$ cat src/rtl/pwm_wdog_pkg.sv
// Package: default sizing shared by the watchdog trip timer and its parts.
// Assumes the counter width is even so it splits into two equal halves.
package pwm_wdog_pkg;
    parameter int unsigned DEF_CNT_W = 16;   // timeout counter width
    parameter int unsigned DEF_PRE_W = 10;   // prescaler width, divide by 2**PRE_W
endpackage

$ cat src/rtl/pwm_wdog_prescaler.sv
// Prescaler: free-running divider that emits one tick every 2**PRE_W cycles
// while enabled. A clear restarts it from zero and suppresses the tick in that
// cycle. Assumes clr has priority over everything else.
module pwm_wdog_prescaler #(
    parameter int unsigned PRE_W = pwm_wdog_pkg::DEF_PRE_W
) (
    input  logic clk,
    input  logic rst_n,
    input  logic en,
    input  logic clr,
    output logic tick
);
    localparam logic [PRE_W-1:0] PRE_MAX = {PRE_W{1'b1}};

    logic [PRE_W-1:0] pre_q;

    // Advance the divider while enabled; hold at zero otherwise.
    always_ff @(posedge clk) begin
        if (!rst_n || clr || !en) begin
            pre_q <= '0;
        end else begin
            pre_q <= pre_q + 1'b1;
        end
    end

    // Tick on the last count of each period, never on a restart cycle.
    always_comb begin
        tick = en && !clr && (pre_q == PRE_MAX);
    end

    // a restart leaves the divider at zero.
    a_r5_pre_restart: assert property (@(posedge clk) disable iff (!rst_n)
        clr |=> (pre_q == '0));
endmodule

$ cat src/rtl/pwm_wdog_value_reg.sv
// Timeout value store: two half-width registers written by separate strobes
// from a shared data bus. Presents the value as it will be after this
// cycle's writes, so a reload in the same cycle sees the new half.
module pwm_wdog_value_reg #(
    parameter int unsigned CNT_W = pwm_wdog_pkg::DEF_CNT_W
) (
    input  logic               clk,
    input  logic               rst_n,
    input  logic               wr_hi,
    input  logic               wr_lo,
    input  logic [CNT_W/2-1:0] wr_data,
    output logic [CNT_W-1:0]   next_val
);
    localparam int unsigned HALF_W = CNT_W / 2;

    logic [HALF_W-1:0] hi_q;
    logic [HALF_W-1:0] lo_q;

    // Capture each half on its own strobe.
    always_ff @(posedge clk) begin
        if (!rst_n) begin
            hi_q <= '0;
            lo_q <= '0;
        end else begin
            if (wr_hi) hi_q <= wr_data;
            if (wr_lo) lo_q <= wr_data;
        end
    end

    // Forward this cycle's write so reloads use the freshly written value.
    always_comb begin
        next_val = {wr_hi ? wr_data : hi_q, wr_lo ? wr_data : lo_q};
    end
endmodule

$ cat src/rtl/pwm_wdog_counter.sv
// Timeout counter: loads on request, steps down once per prescaler tick, and
// flags expiry on the tick that finds it at one or zero. Assumes the load
// input has priority over a tick in the same cycle.
module pwm_wdog_counter #(
    parameter int unsigned CNT_W = pwm_wdog_pkg::DEF_CNT_W
) (
    input  logic             clk,
    input  logic             rst_n,
    input  logic             load,
    input  logic [CNT_W-1:0] load_val,
    input  logic             tick,
    output logic             expire
);
    localparam logic [CNT_W-1:0] ONE = CNT_W'(1);

    logic [CNT_W-1:0] cnt_q;

    // Reload from the stored value or step down on a tick.
    always_ff @(posedge clk) begin
        if (!rst_n) begin
            cnt_q <= '0;
        end else if (load) begin
            cnt_q <= load_val;
        end else if (tick && (cnt_q > ONE)) begin
            cnt_q <= cnt_q - ONE;
        end
    end

    // Expiry is the tick that finds the count exhausted.
    always_comb begin
        expire = tick && !load && (cnt_q <= ONE);
    end

    // a reload takes the presented value.
    a_r5_load_takes_value: assert property (@(posedge clk) disable iff (!rst_n)
        load |=> (cnt_q == $past(load_val)));
    // each tick above the floor moves the count down by exactly one.
    a_r3_one_step_down: assert property (@(posedge clk) disable iff (!rst_n)
        (tick && !load && (cnt_q > ONE)) |=> (cnt_q == $past(cnt_q) - ONE));
    // without a reload the count never rises.
    a_r3_never_rises: assert property (@(posedge clk) disable iff (!rst_n)
        !load |=> (cnt_q <= $past(cnt_q)));
endmodule

$ cat src/rtl/pwm_wdog_trip.sv
// Watchdog trip timer top: joins the value store, prescaler and counter, and
// latches the fault that drives the trip pin and the PWM force-off line.
// Assumes the host services it with kick or a lower-half write; only reset
// or a rising arm edge clears a latched fault.
module pwm_wdog_trip #(
    parameter int unsigned CNT_W = pwm_wdog_pkg::DEF_CNT_W,
    parameter int unsigned PRE_W = pwm_wdog_pkg::DEF_PRE_W
) (
    input  logic               clk,
    input  logic               rst_n,
    input  logic               arm,
    input  logic               wr_hi,
    input  logic               wr_lo,
    input  logic [CNT_W/2-1:0] wr_data,
    input  logic               kick,
    output logic               trip_n,
    output logic               pwm_off
);
    logic             arm_q;
    logic             arm_rise;
    logic             reload;
    logic             tick;
    logic             expire;
    logic             tripped_q;
    logic [CNT_W-1:0] next_val;

    // Remember the previous arm level to find its rising edge.
    always_ff @(posedge clk) begin
        if (!rst_n) arm_q <= 1'b0;
        else        arm_q <= arm;
    end

    // Decode the events that restart the countdown.
    always_comb begin
        arm_rise = arm && !arm_q;
        reload   = kick || wr_lo || arm_rise;
    end

    pwm_wdog_value_reg #(.CNT_W(CNT_W)) u_value (
        .clk      (clk),
        .rst_n    (rst_n),
        .wr_hi    (wr_hi),
        .wr_lo    (wr_lo),
        .wr_data  (wr_data),
        .next_val (next_val)
    );

    pwm_wdog_prescaler #(.PRE_W(PRE_W)) u_pre (
        .clk   (clk),
        .rst_n (rst_n),
        .en    (arm),
        .clr   (reload),
        .tick  (tick)
    );

    pwm_wdog_counter #(.CNT_W(CNT_W)) u_cnt (
        .clk      (clk),
        .rst_n    (rst_n),
        .load     (reload),
        .load_val (next_val),
        .tick     (tick),
        .expire   (expire)
    );

    // Latch the fault on expiry; only a rising arm edge releases it.
    always_ff @(posedge clk) begin
        if (!rst_n || arm_rise) tripped_q <= 1'b0;
        else if (expire)        tripped_q <= 1'b1;
    end

    // Drive both fault outputs from the single latch.
    always_comb begin
        trip_n  = !tripped_q;
        pwm_off = tripped_q;
    end

    // a latched fault survives everything except a rising arm edge.
    a_r7_trip_held: assert property (@(posedge clk) disable iff (!rst_n)
        (tripped_q && !arm_rise) |=> tripped_q);
    // no fault can appear while disarmed.
    a_r8_quiet_disarmed: assert property (@(posedge clk) disable iff (!rst_n)
        (!arm && !tripped_q) |=> !tripped_q);
    // a rising arm edge leaves the outputs released.
    a_r8_rearm_clears: assert property (@(posedge clk) disable iff (!rst_n)
        arm_rise |=> trip_n);
endmodule

$ cat config.mk
export PLATFORM = sky130hd
export DESIGN_NAME = pwm_wdog_trip
export DESIGN_NICKNAME = d
export VERILOG_FILES = /design/src/rtl/pwm_wdog_pkg.sv /design/src/rtl/pwm_wdog_prescaler.sv /design/src/rtl/pwm_wdog_value_reg.sv /design/src/rtl/pwm_wdog_counter.sv /design/src/rtl/pwm_wdog_trip.sv
export SDC_FILE = /design/constraint.sdc
export NUM_CORES = 1
export LEC_CHECK = 0
export BUFFER_PORTS_ARGS = -buffer_cell sky130_fd_sc_hd__buf_2
export CORE_AREA = 2 2 83 85
export CTS_BUF_LIST = sky130_fd_sc_hd__clkbuf_8 sky130_fd_sc_hd__clkbuf_16
export DETAILED_ROUTE_END_ITERATION = 8
export DIE_AREA = 0 0 85 87
export GPL_ROUTABILITY_DRIVEN = 0
export PLACE_DENSITY = 0.6
export SETUP_SLACK_MARGIN = 0.15
export SLEW_MARGIN = 20
export SYNTH_ARGS = -nofsm -noshare
export SYNTH_HDL_FRONTEND = slang
export SYNTH_SLANG_ARGS = --single-unit
$ cat constraint.sdc
create_clock -name clk -period 2.3 [get_ports clk]
set_input_delay 0.23 -clock clk [delete_from_list [all_inputs] [get_ports clk]]
set_output_delay 0.23 -clock clk [all_outputs]
set_load 0.01 [all_outputs]
==> results of run 1 <==
==> cells in the final DEF (no fill, tap or decap), types with 3 or more instances in the layout <==
cell type | synthesis | layout
a21oi_1 | 8 | 8
nor2_1 | 21 | 21
mux2i_1 | 17 | 16
buf_4 | 0 | 12
xor2_1 | 5 | 5
clkbuf_8 | 0 | 5
nand3_1 | 9 | 9
nor4_1 | 4 | 4
inv_1 | 6 | 7
nand2_1 | 15 | 15
nand4_1 | 3 | 3
and3_1 | 4 | 4
and2_1 | 6 | 6
mux2_2 | 5 | 5
xnor2_1 | 8 | 8
dfxtp_1 | 44 | 44
nor3_1 | 12 | 12
nor2b_1 | 13 | 13
buf_2 | 1 | 15
o21a_1 | 5 | 5
==> power by group through the flow <==
stage	sequential, mW	combinational [mW]	clock (mW)
6_report	0.826	0.254	0.459
5_1_grt	0.830	0.284	0.515
4_1_cts	0.825	0.253	0.474
3_5_place_dp	0.843	0.252	0
3_3_place_gp	0.842	0.249	0
2_1_floorplan	0.837	0.183	0
==> cells by family (layout without fill, tap and decap cells) <==
group	after synthesis	after routing	synth area share
and+or+nand+nor	102	102	0.2483
DFF	44	44	0.3982
AOI/OAI and AO/OA	38	38	0.1397
muxes	22	22	0.1024
buffers and inverters	19	41	0.04298
xor gates and xnor gates	13	13	0.05147
adders and majority gates	3	3	0.01697
==> registers in the layout, indices dropped and copies added (netlist names) <==
register,count
u_cnt.cnt_q,16
pwm_off,1
u_pre.pre_q,10
arm_q,1
u_value.hi_q,8
u_value.lo_q,8
==> worst min path at each step <==
stage	startpoint	to	slack (ns)
final	arm	arm_q	0.18
after global routing	arm	arm_q	0.18
after CTS	arm	arm_q	0.17
after detailed placement	u_pre.pre_q[0]	u_pre.pre_q[0]	0.45
after global placement	u_pre.pre_q[0]	u_pre.pre_q[0]	0.44
after floorplan	arm	arm_q	0.35
==> worst max-delay path: cells and delay by family, from the launching register on <==
family,cells,cell delay [ns]
AOI/OAI and AO/OA,2,0.32
buffers and inverters,1,0.15
and+or+nand+nor,3,1.17
DFF,1,0.36
==> per-layer routing <==
layer  up-vias  share of wire  GRT usage
li1        904              -          -
met1       801           0.52     0.1934
met2        32           0.43     0.1967
met3         9          0.041    0.03697
met4         0          0.011    0.03463
met5         -              0          0
==> final cells by class <==
class | count | area (um^2) | area share
Timing Repair Buffer | 28 | 176.4 | 0.07046
Multi-Input combinational cell | 178 | 1246 | 0.4978
Clock inverter | 2 | 8.758 | 0.003498
Clock buffer | 5 | 68.82 | 0.02749
Tap cell | 80 | 100.1 | 0.03998
Inverter | 6 | 22.52 | 0.008996
Sequential cell | 44 | 880.8 | 0.3518
==> timing repair <==
item | 4_1_cts | 5_1_grt
setup endpoints to repair | 0 | 10
setup buffers | 0 | 1
gates resized for setup | 0 | 4
==> run metrics, run 1 <==
PwrDens=just over 600 mW/mm^2; Crit Path Max Fanout=6; Layout fillers=666; post-route insts no fill=~340; placed cell area=0.002405 mm^2; Reg2Reg Launch Point=u_cnt.cnt_q[4]; Reg2Reg Setup Slack=0.20 ns; Max rail drop VDD=roughly 340 uV; crit path kind=reg -> reg; worst slack, placed=0.1834 ns; clock group share of total power=0.298; hold depth=2; worst setup margin=0.2011 ns; worst path cell trace=or4_1, and3b_2, a21oi_4, buf_4, and4_2, o31a_1; CTS tree=built; CTS Buffer Depth=2; cell taking the most area after synthesis=dfxtp_1; Clk pin slew, worst setup/hold paths=0.08 ns; diode count=0; Net Sw Power=0.4229 mW; Fin Setup TNS=0 ns; Post-Syn Area=0.002212 mm^2; CTS Hold Bufs=0; Yosys top cell area share=0.3982; wire length of the first global-routing pass=7.859 mm; Total Wirelength=4.787 mm; RSZ-0062 raised after global routing=true; post-layout minimum cycle time=2.099 ns; Max Slew Vio Count=0; Global Route Usage Sum=0.1341; post-route total power=1.539 mW; sw frac=0.2748; ANT nets after route=0; register area share after synthesis=0.3982; dominant synthesized flop cell=dfxtp_1; syn_nets=around 260; vias per cell=5.090; Yosys cell types=53; CTS buffer count=5; I/O Buffers=15; # DRC=0; Int Pwr=1.116 mW; Slew @ Worst Pin=0.5928 ns; initial core utilization=0.3368; top-count cell post-synth=dfxtp_1; Post-synth EDFFs=0; layout cells sized above 1=0.2015; Core Util, Final=0.3811; DR iter-0 viols=109; vias in the first global route=1,575; Layout Cell Area excl Fill=0.002504 mm^2; critical path's largest stage delay=0.63 ns; area delta synth->final=13.18%; Clock Skews=0.007946 ns; largest net degree at the start of global routing=34; flops & latches, synth=44; Worst Setup EP=u_cnt.cnt_q[13]; max-cap viol count=0; Required @ worst endpoint=2.50 ns; final period utilization=0.9126; chip height=87 um; Crit-path slowest cell=or4_1; DP Wirelength=between 3 and 4 mm; # setup viols final=0; Row Count=30; sequential share of power=0.537; Placed Cells=335; WP data arrival=about 2.3 ns; synth cell count leaders=44 x dfxtp_1, 21 x nor2_1, 17 x mux2i_1, 15 x nand2_1, 13 x nor2b_1; WHS=between 0.15 and 0.2 ns; Fin. Hold Viols=0; clock tree sinks=44; die area=between 0.007 and 0.008 mm^2; crit path launch=u_cnt.cnt_q[4]; relative slew slack=0.6038; Syn Area/Cell=just over 9 um^2; routed length per instance=between 10 and 15 um; Die W=~85 um; via count=roughly 1,700; Skew-Pair Late Insertion Delay=0.30 ns; Reg2Reg Depth=6; worst hold path type=in -> reg; Synth area leaders=dfxtp_1 40%, mux2i_1 7.7%, nor2b_1 3.7%; fmax=476.4 MHz; core area=about 0.0066 mm^2; synthesized netlist cell count=approximately 240; Nets=280; grt ovf=0; Setup crit start kind=flop; outcome=completed; power share of the combinational group=0.165; Setup crit end kind=flop; io pins=16; initial antenna violation count=0; Synth Warn #=0; H-tree Lvls=2; Async SR Flop Fraction=0; Root Driver=clkbuf_8; drt pass-1 iters=4; RR Endpoint=u_cnt.cnt_q[13]; P_leak=0.9607 nW
Power figures use the tool's default switching activity.
==> run 2, diff against run 1 <==
CORE_AREA = 2 2 67 69   (was 2 2 83 85)
DIE_AREA = 0 0 69 71   (was 0 0 85 87)
PLACE_DENSITY = 0.82   (was 0.6)
RECOVER_POWER = 100   (was default)
==> run metrics, run 2 (synthesis results as in run 1) <==
I/O Buffers=15 (unchanged); relative slew slack=0.3700 (-0.2338); CTS buffer count=5 (unchanged); clock tree sinks=44 (unchanged); PwrDens=661.9 mW/mm^2 (+7.7%); Layout fillers=367 (-45%); vias per cell=5.473 (+7.5%); H-tree Lvls=2 (unchanged); Register Area=882.1 um^2 (+0.14%); RSZ-0062 raised after global routing=false; CP top delay family=compound AO/OA/AOI/OAI gates; worst path cell trace=inv_1, ha_1, o21ba_2, and3b_1, a21oi_2, buf_4, mux2i_1, a21oi_2; Global Route Usage Sum=0.1910 (+0.05687); Row Count=24 (-20%); final period utilization=0.9073 (-0.005247); layout cells sized above 1=0.1648 (-0.03677); Clk pin slew, worst setup/hold paths=0.07 ns (about the same); most frequent cells in the layout=43 x dfxtp_1, 21 x nor2_1, 17 x mux2i_1; drt pass-1 iters=4 (unchanged); worst setup margin=0.2131 ns (+0.01207 ns); largest register by flop count=u_cnt.cnt_q; diode count=0 (unchanged); die area=0.004899 mm^2 (-34%); DP Wirelength=3.188 mm (-6.6%); max-cap viol count=0 (unchanged); # DRC=0 (unchanged); Max rail drop VDD=266.2 uV (-22%); vias in the first global route=1,681 (+6.7%); Root Driver=clkbuf_8; post-route insts no fill=313 (-8.7%); WP data arrival=2.27 ns (-0.02 ns); crit path kind=reg -> reg; via count=1,713 (-1.9%); Required @ worst endpoint=2.49 ns (about the same); Nets=279 (-0.36%); Die W=69 um (-19%); critical path's largest stage delay=0.38 ns (-0.25 ns); most common cell after layout, fill and taps aside=dfxtp_1; worst slack, placed=0.005497 ns (-0.1779 ns); Total Wirelength=4.327 mm (-9.6%); post-layout minimum cycle time=2.087 ns (-0.01207 ns); initial antenna violation count=0 (unchanged); CTS tree=built; Setup crit start kind=flop; Top Registers=u_cnt.cnt_q x16, u_pre.pre_q x10; wire length of the first global-routing pass=7.521 mm (-4.3%); ANT nets after route=0 (unchanged); routed length per instance=13.82 um (-0.95%); DR iter-0 viols=103 (-5.5%); initial core utilization=0.5262 (+0.1894); # setup viols final=0 (unchanged); Slew @ Worst Pin=0.9450 ns (+0.3522 ns); largest net degree at the start of global routing=27 (-21%); Max Slew Vio Count=0 (unchanged); P_leak=0.9348 nW (-2.7%); Placed Cells=305 (-9.0%); Setup crit end kind=flop; Fin Setup TNS=0 ns (unchanged); Clock Skews=0.006778 ns (-0.001168 ns); area delta synth->final=10.12%; Buf/Inv on CP=2 (+1); Crit-path slowest cell=dfxtp_1; crit-path most repeated cell=a21oi_2; Crit Path Max Fanout=8 (+2); worst hold path type=in -> reg; fmax=479.2 MHz (+0.58%); chip height=71 um (-18%); CTS Buffer Depth=2 (unchanged); max reg flops=16 (unchanged); Fin. Hold Viols=0 (unchanged); grt ovf=0 (unchanged); multi-input combinational cell area=0.001221 mm^2 (-2.0%); outcome=completed; io pins=16 (unchanged); Skew-Pair Late Insertion Delay=0.30 ns (about the same); core area=0.004204 mm^2 (-36%)
==> run 2: what timing repair did <==
| action | CTS | global route |
|---|---|---|
| pin swaps | 0 | 1 |
| resized for setup | 1 | 2 |
| endpoints found under the setup margin | 7 | 9 |
| setup buffers | 2 | 0 |
| gates cloned | 0 | 0 |
| hold buffers | 0 | 0 |
==> run 2: final timing paths <==
kind,start,endpoint,slack (ns),cells after the start
min,arm,arm_q,0.19,2
max,u_cnt.cnt_q[0],u_cnt.cnt_q[7],0.21,8
min reg2reg,u_pre.pre_q[0],u_pre.pre_q[0],0.43,1
max reg2reg,u_cnt.cnt_q[0],u_cnt.cnt_q[7],0.21,8
==> run 2: area by class of cell <==
type	instances	share of cell area
clock inverters	1	0.01233
well taps	52	0.02671
clock buffers	5	0.02825
inverters	6	0.009245
flip-flops and latches	44	0.3621
multi-input cells	178	0.5013
repair buffers	27	0.06009
==> run 2: metrics by stage <==
| stage | hold slack, ns | utilization | cell area [um^2] | power [mW] |
|---|---|---|---|---|
| after detailed placement | 0.4532 | 0.5601 | 2355 | 1.087 |
| after CTS | 0.1899 | 0.5881 | 2472 | 1.632 |
| after floorplan | 0.3517 | - | 2212 | 1.020 |
| after global placement | 0.4402 | 0.5601 | 2355 | 1.081 |
| after global routing | 0.1996 | 0.5795 | 2436 | 1.683 |
| final | 0.1892 | 0.5795 | 2436 | 1.612 |
==> run 2: power breakdown <==
group	switching (mW)	leakage [nW]	total, mW	internal [mW]
combinational	0.126	0.523	0.234	0.107
clock	0.240	0.0501	0.551	0.311
sequential	0.0278	0.362	0.828	0.800
total	0.394	0.935	1.61	1.22
==> run 2: metal layers <==
layer | track usage | share of wire | up-vias
met2 | 0.3333 | 0.49 | 39
li1 | - | - | 892
met1 | 0.2294 | 0.45 | 777
met4 | 0.07407 | 0.016 | 0
met5 | 0 | 0 | -
met3 | 0.04274 | 0.038 | 5
==> run 3, diff against run 2 <==
PLACE_DENSITY = 0.81   (was 0.82)
SYNTH_HIERARCHICAL = 1   (was default)
==> run metrics, run 3 <==
drt pass-1 iters=4 (unchanged); max-cap viol count=0 (unchanged); syn_nets=234 (-9.3%); DP Wirelength=3.134 mm (-1.7%); top-count cell post-synth=dfxtp_1; flops & latches, synth=44 (unchanged); synth cell count leaders=44 x dfxtp_1, 19 x a21oi_1, 17 x and2_1, 16 x mux2_4, 15 x o21ai_0; Synth area leaders=dfxtp_1 40%, mux2_4 11%, and2_1 4.8%; synthesized netlist cell count=217 (-10%); I/O Buffers=15 (unchanged); CP top delay family=simple AND/OR/NAND/NOR gates; grt ovf=0 (unchanged); Fin. Hold Viols=0 (unchanged); # DRC=0 (unchanged); Layout fillers=339 (-7.6%); Yosys top cell area share=0.4011 (+0.002950); Top Registers=u_cnt/cnt_q x16, u_pre/pre_q x10; met2 wire len=2.267 mm (+6.5%); worst setup margin=-0.02502 ns (-0.2381 ns); Setup crit start kind=flop; max reg flops=16 (unchanged); wire length of the first global-routing pass=7.327 mm (-2.6%); most frequent cells in the layout=43 x dfxtp_1, 19 x a21oi_1, 16 x mux2_4; relative slew slack=0.2193 (-0.1507); Required @ worst endpoint=2.46 ns (-0.03 ns); H-tree Lvls=2 (unchanged); Crit Path Max Fanout=3 (-5); post-route insts no fill=300 (-4.2%); Max rail drop VDD=435.3 uV (+64%); Die W=69 um (unchanged); CTS Buffer Depth=2 (unchanged); P_leak=0.9714 nW (+3.9%); min-delay src=arm; critical path's largest stage delay=0.42 ns (+0.04 ns); register area share after synthesis=0.4011 (+0.002950); # setup viols final=1 (+1); ANT nets after route=0 (unchanged); fmax=430.1 MHz (-10%); area delta synth->final=18.35%; routed length per instance=15.05 um (+8.8%); vias in the first global route=1,614 (-4.0%); Slew @ Worst Pin=1.171 ns (+0.2261 ns); worst slack, placed=-0.1078 ns (-0.1133 ns); io pins=16 (unchanged); Core Util, Final=0.6182 (+0.03869); outcome=finished, violations left; layout cells sized above 1=0.3185 (+0.1538); Skew-Pair Late Insertion Delay=0.30 ns (about the same); worst path cell trace=nor2b_4, or3_4, nand3b_1, nor3_4, or3b_4, or3_4, nor3_4, xnor2_1, a21oi_1; Yosys cell types=45 (-15%); Global Route Usage Sum=0.1844 (-0.006576); final period utilization=1.011 (+0.1035); Reg2Reg Depth=9 (+1); most common cell after layout, fill and taps aside=dfxtp_1; largest register by flop count=u_cnt/cnt_q; hold depth=3 (+1); top routing layer in use=met4; crit path kind=reg -> reg; Total Wirelength=4.514 mm (+4.3%); core area=0.004204 mm^2 (unchanged); M1 WL=2.009 mm (+2.2%); placed cell area=0.002425 mm^2 (+3.0%); PwrDens=614.5 mW/mm^2 (-7.2%); Layout Cell Area excl Fill=0.002599 mm^2 (+6.7%); dominant synthesized flop cell=dfxtp_1; Synth Warn #=6 (+6); initial core utilization=0.5223 (-0.003869); Async SR Flop Fraction=0 (unchanged); via count=1,708 (-0.29%); Row Count=24 (unchanged); largest net degree at the start of global routing=36 (+33%); Reg2Reg Launch Point=arm_q; Clock Skews=0.006182 ns (-0.0005963 ns); Setup crit end kind=flop; post-route total power=1.597 mW (-0.96%); CTS tree=built; vias per cell=5.693 (+4.0%); Root Driver=clkbuf_8; cell taking the most area after synthesis=dfxtp_1; violated checks=negative setup slack; post-layout minimum cycle time=2.325 ns (+0.2381 ns); clock tree sinks=44 (unchanged); CTS buffer count=5 (unchanged); Crit-path slowest cell=or3b_4; Buf/Inv on CP=0 (-2); Nets=264 (-5.4%); diode count=0 (unchanged); CP Depth=9 (+1); WP data arrival=2.49 ns (+0.22 ns); crit path launch=arm_q; WHS=0.2298 ns (+0.04065 ns); Max Slew Vio Count=0 (unchanged); RSZ-0062 raised after global routing=true; Post-synth EDFFs=0 (unchanged); initial antenna violation count=0 (unchanged); Post-Syn Area=0.002196 mm^2 (-0.74%); met3 wire length=143 um (-12%); Placed Cells=290 (-4.9%); Clk pin slew, worst setup/hold paths=0.08 ns (about the same); die area=0.004899 mm^2 (unchanged); Fin Setup TNS=-0.02502 ns (-0.02502 ns); DR iter-0 viols=101 (-1.9%); worst hold path type=in -> reg; CTS Hold Bufs=0 (unchanged); Syn Area/Cell=10.12 um^2 (+10%); chip height=71 um (unchanged)
[run 3: changes by cell type after synthesis, moves of 13 or more]
cell / before / now
mux2_4: 0 / 16
nor2b_1: 13 / 0
o21ai_0: 2 / 15
mux2i_1: 17 / 0
nor2_1: 21 / 8
[run 3: worst paths after layout]
check,to,slack [ns]
max,u_cnt/cnt_q[9],-0.03
min,pwm_off,0.23
max reg2reg,u_cnt/cnt_q[9],-0.03
min reg2reg,pwm_off,0.50
[run 3: area by class of cell]
cell class / instances / area (um^2) / share of cell area
multi-input cells: 160 / 1348 / 0.5185
clock buffers: 6 / 82.58 / 0.03178
well taps: 52 / 65.06 / 0.02504
inverters: 6 / 22.52 / 0.008666
repair buffers: 30 / 183.9 / 0.07078
flip-flops and latches: 44 / 882.1 / 0.3394
clock inverters: 2 / 15.01 / 0.005778
[run 3: logic make-up after synthesis]
group,Yosys count,synth area share
flops,44,0.4011
fa+ha+maj,3,0.01710
compound gates,48,0.1288
xor+xnor,15,0.05983
buf+inv,13,0.02906
mux,16,0.1094
simple gates,78,0.2547
[run 3: per-layer routing]
layer  track usage  vias to the layer above
li1              -                      845
met1        0.2383                      817
met2        0.3034                       36
met3       0.03419                       10
met4       0.08061                        0
met5             0                        -
[run 3: power breakdown]
part / total, mW / switching (mW) / leakage (nW) / internal, mW
registers: 0.831 / 0.0309 / 0.362 / 0.800
clock network: 0.512 / 0.269 / 0.0434 / 0.243
logic: 0.254 / 0.131 / 0.566 / 0.123
total: 1.60 / 0.431 / 0.971 / 1.17
[run 3: tightest hold or removal path, delay by kind of cell]
kind	cells	cell delay [ns]
buf+inv	1	0.09
simple gates	2	0.18
[run 3: repair_timing]
action | in CTS | in global routing
setup endpoints to repair | 6 | 14
resized for setup | 3 | 9
setup buffers | 1 | 1
pin swaps | 4 | 2
